<file path="src/rtl/trap_entry_pkg.sv">
package trap_entry_pkg;
  typedef struct packed {
    logic take;     // a trap is committed this edge
    logic toLvl2;   // save into the second-level bank
    logic toLvl1;   // save into the first-level bank
    logic pswLoad;  // status load from the core
  } trapStrobes_t;
endpackage

</file>
<file path="src/rtl/trap_entry_ctl.sv">
module trap_entry_ctl
  import trap_entry_pkg::*;
(
  input  logic         clk,
  input  logic         rstN,
  input  logic         trapReq,
  input  logic         pswWrEn,
  input  logic         pendingFlag,
  output trapStrobes_t strb,
  output logic         flushPulse
);
  always_comb begin
    strb.take    = trapReq;
    strb.toLvl2  = trapReq & pendingFlag;
    strb.toLvl1  = trapReq & ~pendingFlag;
    strb.pswLoad = pswWrEn & ~trapReq;
  end

  always_ff @(posedge clk) begin
    if (!rstN) flushPulse <= 1'b0;
    else       flushPulse <= trapReq;
  end
endmodule

</file>
<file path="src/rtl/trap_entry_dp.sv">
module trap_entry_dp
  import trap_entry_pkg::*;
#(
  parameter int          ADDR_W       = 32,
  parameter int          VEC_W        = 5,
  parameter int          CODE_W       = 16,
  parameter int          INSN_BYTES   = 4,
  parameter int          ID_BIT       = 12,
  parameter int          EP_BIT       = 14,
  parameter int          NP_BIT       = 15,
  parameter logic [31:0] PSW_RESET    = 32'h0,
  parameter logic [31:0] HANDLER_BASE = 32'hFFFF_FF00,
  parameter logic [31:0] LO_OFFSET    = 32'h0000_00A0,
  parameter logic [31:0] HI_OFFSET    = 32'h0000_00B0,
  parameter logic [15:0] CODE_BASE    = 16'hFFA0
) (
  input  logic                clk,
  input  logic                rstN,
  input  trapStrobes_t        strb,
  input  logic [VEC_W-1:0]    trapVec,
  input  logic [ADDR_W-1:0]   trapPc,
  input  logic [ADDR_W-1:0]   pswWrData,
  output logic                pendingFlag,
  output logic [ADDR_W-1:0]   psw,
  output logic [ADDR_W-1:0]   lvl1Pc,
  output logic [ADDR_W-1:0]   lvl1Psw,
  output logic [ADDR_W-1:0]   lvl2Pc,
  output logic [ADDR_W-1:0]   lvl2Psw,
  output logic [2*CODE_W-1:0] causeReg,
  output logic [ADDR_W-1:0]   redirectPc
);
  localparam logic [ADDR_W-1:0] ID_MASK = ADDR_W'(1) << ID_BIT;
  localparam logic [ADDR_W-1:0] EP_MASK = ADDR_W'(1) << EP_BIT;
  localparam logic [ADDR_W-1:0] NP_MASK = ADDR_W'(1) << NP_BIT;

  logic [ADDR_W-1:0] returnPc, handlerPc, pswTrapped;
  logic [CODE_W-1:0] excCode;

  assign pendingFlag = psw[EP_BIT];

  always_comb begin
    returnPc   = trapPc + ADDR_W'(INSN_BYTES);
    excCode    = CODE_W'(CODE_BASE) + CODE_W'(trapVec);
    handlerPc  = ADDR_W'(HANDLER_BASE) +
                 (trapVec[VEC_W-1] ? ADDR_W'(HI_OFFSET) : ADDR_W'(LO_OFFSET));
    pswTrapped = psw | ID_MASK | (strb.toLvl2 ? NP_MASK : EP_MASK);
  end

  always_ff @(posedge clk) begin
    if (!rstN) begin
      psw        <= ADDR_W'(PSW_RESET);
      lvl1Pc     <= '0;
      lvl1Psw    <= '0;
      lvl2Pc     <= '0;
      lvl2Psw    <= '0;
      causeReg   <= '0;
      redirectPc <= '0;
    end else begin
      if (strb.take) begin
        psw        <= pswTrapped;
        redirectPc <= handlerPc;
      end else if (strb.pswLoad) begin
        psw <= pswWrData;
      end
      if (strb.toLvl1) begin
        lvl1Pc             <= returnPc;
        lvl1Psw            <= psw;
        causeReg[CODE_W-1:0] <= excCode;
      end
      if (strb.toLvl2) begin
        lvl2Pc                    <= returnPc;
        lvl2Psw                   <= psw;
        causeReg[2*CODE_W-1:CODE_W] <= excCode;
      end
    end
  end
endmodule

</file>
<file path="src/rtl/trap_entry_ctrl.sv">
module trap_entry_ctrl
  import trap_entry_pkg::*;
#(
  parameter int          ADDR_W       = 32,
  parameter int          VEC_W        = 5,
  parameter int          CODE_W       = 16,
  parameter int          INSN_BYTES   = 4,
  parameter int          ID_BIT       = 12,
  parameter int          EP_BIT       = 14,
  parameter int          NP_BIT       = 15,
  parameter logic [31:0] PSW_RESET    = 32'h0,
  parameter logic [31:0] HANDLER_BASE = 32'hFFFF_FF00,
  parameter logic [31:0] LO_OFFSET    = 32'h0000_00A0,
  parameter logic [31:0] HI_OFFSET    = 32'h0000_00B0,
  parameter logic [15:0] CODE_BASE    = 16'hFFA0
) (
  input  logic                clk,
  input  logic                rstN,
  input  logic                trapReq,
  input  logic [VEC_W-1:0]    trapVec,
  input  logic [ADDR_W-1:0]   trapPc,
  input  logic                pswWrEn,
  input  logic [ADDR_W-1:0]   pswWrData,
  output logic [ADDR_W-1:0]   psw,
  output logic [ADDR_W-1:0]   lvl1Pc,
  output logic [ADDR_W-1:0]   lvl1Psw,
  output logic [ADDR_W-1:0]   lvl2Pc,
  output logic [ADDR_W-1:0]   lvl2Psw,
  output logic [2*CODE_W-1:0] causeReg,
  output logic [ADDR_W-1:0]   redirectPc,
  output logic                flushPulse
);
  trapStrobes_t strb;
  logic         pendingFlag;

  trap_entry_ctl u_ctl (
    .clk(clk), .rstN(rstN), .trapReq(trapReq), .pswWrEn(pswWrEn),
    .pendingFlag(pendingFlag), .strb(strb), .flushPulse(flushPulse)
  );

  trap_entry_dp #(
    .ADDR_W(ADDR_W), .VEC_W(VEC_W), .CODE_W(CODE_W), .INSN_BYTES(INSN_BYTES),
    .ID_BIT(ID_BIT), .EP_BIT(EP_BIT), .NP_BIT(NP_BIT), .PSW_RESET(PSW_RESET),
    .HANDLER_BASE(HANDLER_BASE), .LO_OFFSET(LO_OFFSET), .HI_OFFSET(HI_OFFSET),
    .CODE_BASE(CODE_BASE)
  ) u_dp (
    .clk(clk), .rstN(rstN), .strb(strb), .trapVec(trapVec), .trapPc(trapPc),
    .pswWrData(pswWrData), .pendingFlag(pendingFlag), .psw(psw),
    .lvl1Pc(lvl1Pc), .lvl1Psw(lvl1Psw), .lvl2Pc(lvl2Pc), .lvl2Psw(lvl2Psw),
    .causeReg(causeReg), .redirectPc(redirectPc)
  );
endmodule

</file>
<file path="config.mk">
export PLATFORM = sky130hd
export DESIGN_NAME = trap_entry_ctrl
export DESIGN_NICKNAME = d
export VERILOG_FILES = /design/src/rtl/trap_entry_pkg.sv /design/src/rtl/trap_entry_ctl.sv /design/src/rtl/trap_entry_dp.sv /design/src/rtl/trap_entry_ctrl.sv
export SDC_FILE = /design/constraint.sdc
export NUM_CORES = 1
export LEC_CHECK = 0
export ABC_AREA = 1
export BUFFER_PORTS_ARGS = -buffer_cell sky130_fd_sc_hd__clkbuf_2
export CAP_MARGIN = 40
export CORE_MARGIN = 3
export CORE_UTILIZATION = 49
export DETAILED_ROUTE_END_ITERATION = 8
export PLACE_DENSITY = 0.92
export SLEW_MARGIN = 10
export SYNTH_ARGS = -nofsm -noshare
export SYNTH_HDL_FRONTEND = slang
export SYNTH_SLANG_ARGS = --single-unit
</file>
<file path="constraint.sdc">
create_clock -name clk -period 1.65 [get_ports clk]
set_input_delay 0.165 -clock clk [delete_from_list [all_inputs] [get_ports clk]]
set_output_delay 0.165 -clock clk [all_outputs]
set_load 0.01 [all_outputs]
</file>
[Word-level counts from Yosys, hierarchy flattened]
Index checks and enable logic that the tools add are counted.
Operators by class
  shift-type cells: 0
  muxes and demuxes: 4
  reductions and logical operators: 1
  divide/modulo/power cells: 0
  eq/ne operators: 0
  $lt $le $gt $ge: 0
  multipliers: 0
  $add $sub $neg: 3
  bitwise gates (word level): 6
Operator list (number)
  $mux W32: 2
  $add A32 B3 Y32 const B: 1
  $add A32 B32 Y32 const A: 1
  $or A32 B32 Y32: 1
  $mux W16: 1
  $add A8 B6 Y9 const A: 1
  $mux W5: 1
  $and A1 B1 Y1: 3
  $not A1 Y1: 2
  $reduce_bool A2 Y1: 1
Storage, ports and cells
  memories: 0
  latch bits: 0
  ROM bits: 0
  register bits after elaboration: 225
  output and inout bits: 225
  memory bits (writable): 0
  word-level logic and storage cells: 23

[Longest topological paths before layout]
  depth after elaboration: 4
  gate-level depth with buffers: 10

[Hierarchy]
From an unflattened synthesis, not the netlist that was laid out.
Unflattened totals
  cell total of the unflattened synthesis: 1078
  area total of the unflattened synthesis: 7549.7 µm²
By module, submodules not included
  trap_entry_dp: area an instance 7489.7 µm², instances 1, seq. area each 3483.3 µm², cells each 1068
  trap_entry_ctl: area an instance 60.1 µm², instances 1, seq. area each 20.0 µm², cells each 10

[Worst setup path before layout]
No wires, ideal clock.
  kind: input port to flip-flop
  start point: input port trapPc[2]
  end point: register u_dp.lvl2Pc[22]
  library setup time: 0.109 ns
  path slack: 0.460 ns
  path buffers: 0
  data arrival time: 1.081 ns
  data required time: 1.541 ns
  stages: 10
  path through: ha_1 -> nand2_1 -> nor2_2 -> nand2_1 -> nor2_4 -> nand2_1 -> nand2_1 -> nand3_1 -> nand2_1 -> inv_1
Between the ends
  longest elaborated chain between the ends: 1
Ends and longest elaborated chain
  from (decl): RTL line trap_entry_ctrl.sv:21  | input logic [ADDR_W-1:0] trapPc,
  $add A32 B3 Y32: RTL line trap_entry_dp.sv:42  | returnPc = trapPc + ADDR_W'(INSN_BYTES);
  to (signal assigned): RTL line trap_entry_dp.sv:71  | lvl2Pc <= returnPc;
  to (decl): RTL line trap_entry_dp.sv:27  | output logic [ADDR_W-1:0] lvl2Pc,
Every way passes these cells.
A chain may end at the register's enable or synchronous reset.

[Final worst setup path]
  start point: register u_dp.psw[14]
  end point: register u_dp.lvl1Psw[31]
Between the ends
  longest elaborated chain between the ends: 2
Ends and longest elaborated chain
  from (decl): RTL line trap_entry_dp.sv:24  | output logic [ADDR_W-1:0] psw,
  from (signal assigned): RTL line trap_entry_dp.sv:51  | psw <= ADDR_W'(PSW_RESET);
  from (signal assigned): RTL line trap_entry_dp.sv:60  | psw <= pswTrapped;
  from (signal assigned): RTL line trap_entry_dp.sv:63  | psw <= pswWrData;
  $not A1 Y1: RTL line trap_entry_ctl.sv:15  | strb.toLvl1 = trapReq & ~pendingFlag;
  $and A1 B1 Y1: RTL line trap_entry_ctl.sv:15
  to (signal assigned): RTL line trap_entry_dp.sv:67  | lvl1Psw <= psw;
  to (decl): RTL line trap_entry_dp.sv:26  | output logic [ADDR_W-1:0] lvl1Psw,
Every way passes these cells.

==> qor.csv <==
stage,metric,value,unit
pwr,switchingPower,0.00312,W
yosys,postSynth.asyncResetShare,0,%
setup_path,worst-setup-path-type,register to register,
routing,avgViaCountPerCell,5.17,
layout,seqCellArea,0.00350,sq mm
yosys,avgSynthCellArea,7.02,sq um
pwr,seqPwrFrac,44.9,%
yosys,ys_warn_count,0,
placement,place_congestion,0.945,
pwr,comb_power_share,15.7,%
routing,wirelength,23500,microns
layout,area_delta_synth_final,29.6,%
sta,finalSetupTns,0,ns
yosys,post-synth-top-count-cell,nor2_1,
pwr,irDropWorstVdd,847,uV
sta,setup_viol,0,
sta,fmax,725,MHz
yosys,syn_inst,1061,
clock_network,htreeDepth,4,
floorplan,pin_count,298,
floorplan,die_area,0.0167,sq mm
routing,drc,0,
status,status,finished clean,
routing,vias,7834,
setup_path,cp_max_fo,39,
sta,final.setup_skew,0.0105,ns
floorplan,fp.dieH,129,microns
placement,dp_hpwl,15500,microns
run,drv_cap,0,
floorplan,core,0.0147,sq mm
pwr,internal_power,0.00742,W
routing,drtPass1Iterations,5,
global_route,grt_pass1_vias,7281,
yosys,yosys.area.top_type,dfxtp_1,
layout,antenna_cells,0,
sta,fin_crit,1.38,ns
setup_path,start_kind,register,
placement,port_buffers,290,
setup_path,endpoint_kind,register,
yosys,synth_seq_cells,175,
yosys,synthTopCellsByCount,"nor2_1 (347), dfxtp_1 (175), nand2_1 (120)",
clock_network,tritoncts,yes,
global_route,grt_pass1_wl,36500,microns
routing,drtIter0Drc,564,
floorplan,die_x,129,microns
pwr,cellLeakagePower,5.01,nW
global_route,grt-ovfl-total,0,
routing,drtAntennaViolNets,0,
pwr,total_power,0.0105,W
setup_path,critPathRequiredTime,2.01,ns
yosys,seq_area_frac_synth,47.1,%
yosys,yosysTopAreaCellShare,47.1,%
layout,drive_gt1_share,26.6,%
clock_network,cts_buffers,17,
pwr,swShare,29.6,%
yosys,synthTopCellsByArea,"dfxtp_1 (47%), nor2_1 (17%), o21ai_0 (8.0%), nand2_1 (6.0%), buf_4 (5.8%)",
clock_network,clock-root-buffer,clkbuf_16,
global_route,grt_max_degree,65,
clock_network,worstSkewPairLatency,0.43,ns
yosys,synth_ff_type,dfxtp_1,
routing,wl_per_cell,15.5,microns
sta,slew_viol_final,0,
clock_network,clockBufferDepth,2,
pwr,clkPwrFrac,39.4,%
sta,min_period_over_period,83.6,%
clock_network,cts_setup_buffers,0,
yosys,synth_area,0.00745,sq mm
layout,nFillCells,1131,
sta,rsz0062_at_grt,false,
global_route,antenna_found_initial,0,
pwr,power_density,1090,mW/mm^2
floorplan,rows,44,
floorplan,initial_core_util,50.7,%
clock_network,clock-sinks,175,
yosys,synth.distinct_cells,24,
layout,nNetsFinal,1393,
layout,multi_input_area,0.00302,sq mm
setup_path,critical_path_arrival,1.74,ns
yosys,synth_edf_count,0,
global_route,track_usage,27.6,%
clock_network,clk_pin_slew_worst_paths,0.07,ns
worst_hold_path,hold_class,input port to register,
sta,hold_violations,0,
[worst max-delay path, cell delays in order, from the launching register on]
cell	delay (ns)
dfxtp_1	0.37
nor2_4	0.18
buf_4	0.42
o21ai_0	0.17
nor2_1	0.15
[cell families after synthesis]
logic type | share of synthesized area, %
fa+ha+maj | 0.168
other cells | 0.0504
xor+xnor | 1.06
flops | 47.1
simple gates | 28.7
compound gates | 10.2
buf+inv | 12.8
[per-stage QoR]
stage	worst slack (ns)	util (%)	hold slack [ns]	cell area, sq um	std cells
after floorplan	0.460	-	0.255	7470	1067
after global placement	0.132	59.4	0.394	8740	1454
after detailed placement	0.116	59.4	0.403	8740	1454
after CTS	0.0172	65.6	0.00168	9650	1516
after global routing	0.162	65.7	0.00365	9650	1516
final	0.271	65.7	0.0188	9650	1516
[power groups by stage]
stage	sequential, W	combinational, W	clock, W
2_1_floorplan	0.00492	0.000851	0
3_3_place_gp	0.00481	0.00152	0
3_5_place_dp	0.00482	0.00156	0
4_1_cts	0.00473	0.00163	0.00421
5_1_grt	0.00477	0.00183	0.00439
6_report	0.00474	0.00165	0.00415
[cell usage in the layout, fill, tap and decap left out, types with 2 or more instances in the layout]
cell type      Yosys  final
inv_1             82     82
a21oi_1           16     16
nand3b_1           2      2
xor2_1             3      3
nand2_1          120    120
clkbuf_16          0     17
dlygate4sd3_1      0     30
xnor2_1            6      6
nor2_4             6      6
inv_6              0      5
clkbuf_2           0    289
clkinv_8           0      2
buf_4             58      9
o21ai_0          119    119
nand2_2            3      3
inv_2              5      4
nand3_1           50     50
o21ai_1           16     16
nand4_1            2      2
inv_8              0      4
nor2_1           347    347
and2_1             2      2
buf_12             0      7
dfxtp_1          175    174
clkbuf_8           0      2
conb_1             1      7
[area by class of cell]
| cell class | instances | share of cell area (%) |
|---|---|---|
| sequential | 175 | 36.3 |
| timing repair buffer | 336 | 20.3 |
| clock inverter | 13 | 1.66 |
| inverter | 87 | 3.40 |
| clock buffer | 19 | 4.69 |
| tap | 184 | 2.39 |
| multi-input combinational | 702 | 31.2 |
[timing repair]
item	4_1_cts	5_1_grt
hold endpoints to repair	36	0
resized for setup	0	1
endpoints found under the setup margin	0	26
hold buffers	30	0
[layer usage]
metal | track usage (%) | share of wire [%] | routed length, microns | vias up
li1 | - | - | - | 3766
met1 | 31.3 | 38 | 8910 | 3555
met2 | 46.7 | 49 | 11500 | 425
met3 | 8.49 | 9.1 | 2130 | 88
met4 | 14.1 | 4.0 | 941 | 0
met5 | 0 | 0 | 0 | -
[flip-flops by register name (all words and copies together), names as in the netlist]
register / count
u_dp.lvl1Pc: 32
u_ctl.flushPulse: 1
u_dp.causeReg: 12
u_dp.redirectPc: 2
u_dp.psw: 32
u_dp.lvl1Psw: 32
u_dp.lvl2Psw: 32
u_dp.lvl2Pc: 32
[path summary, 6_finish.rpt]
check	end	start	cells after the start	slack [ns]
hold / removal	u_dp.psw[29]	pswWrData[29]	3	0.02
hold reg to reg	u_dp.lvl1Psw[14]	u_dp.lvl1Psw[14]	2	0.44
setup / recovery	u_dp.lvl1Psw[31]	u_dp.psw[14]	4	0.27
setup reg to reg	u_dp.lvl1Psw[31]	u_dp.psw[14]	4	0.27
Note: power is estimated with default switching activity, not from simulation.
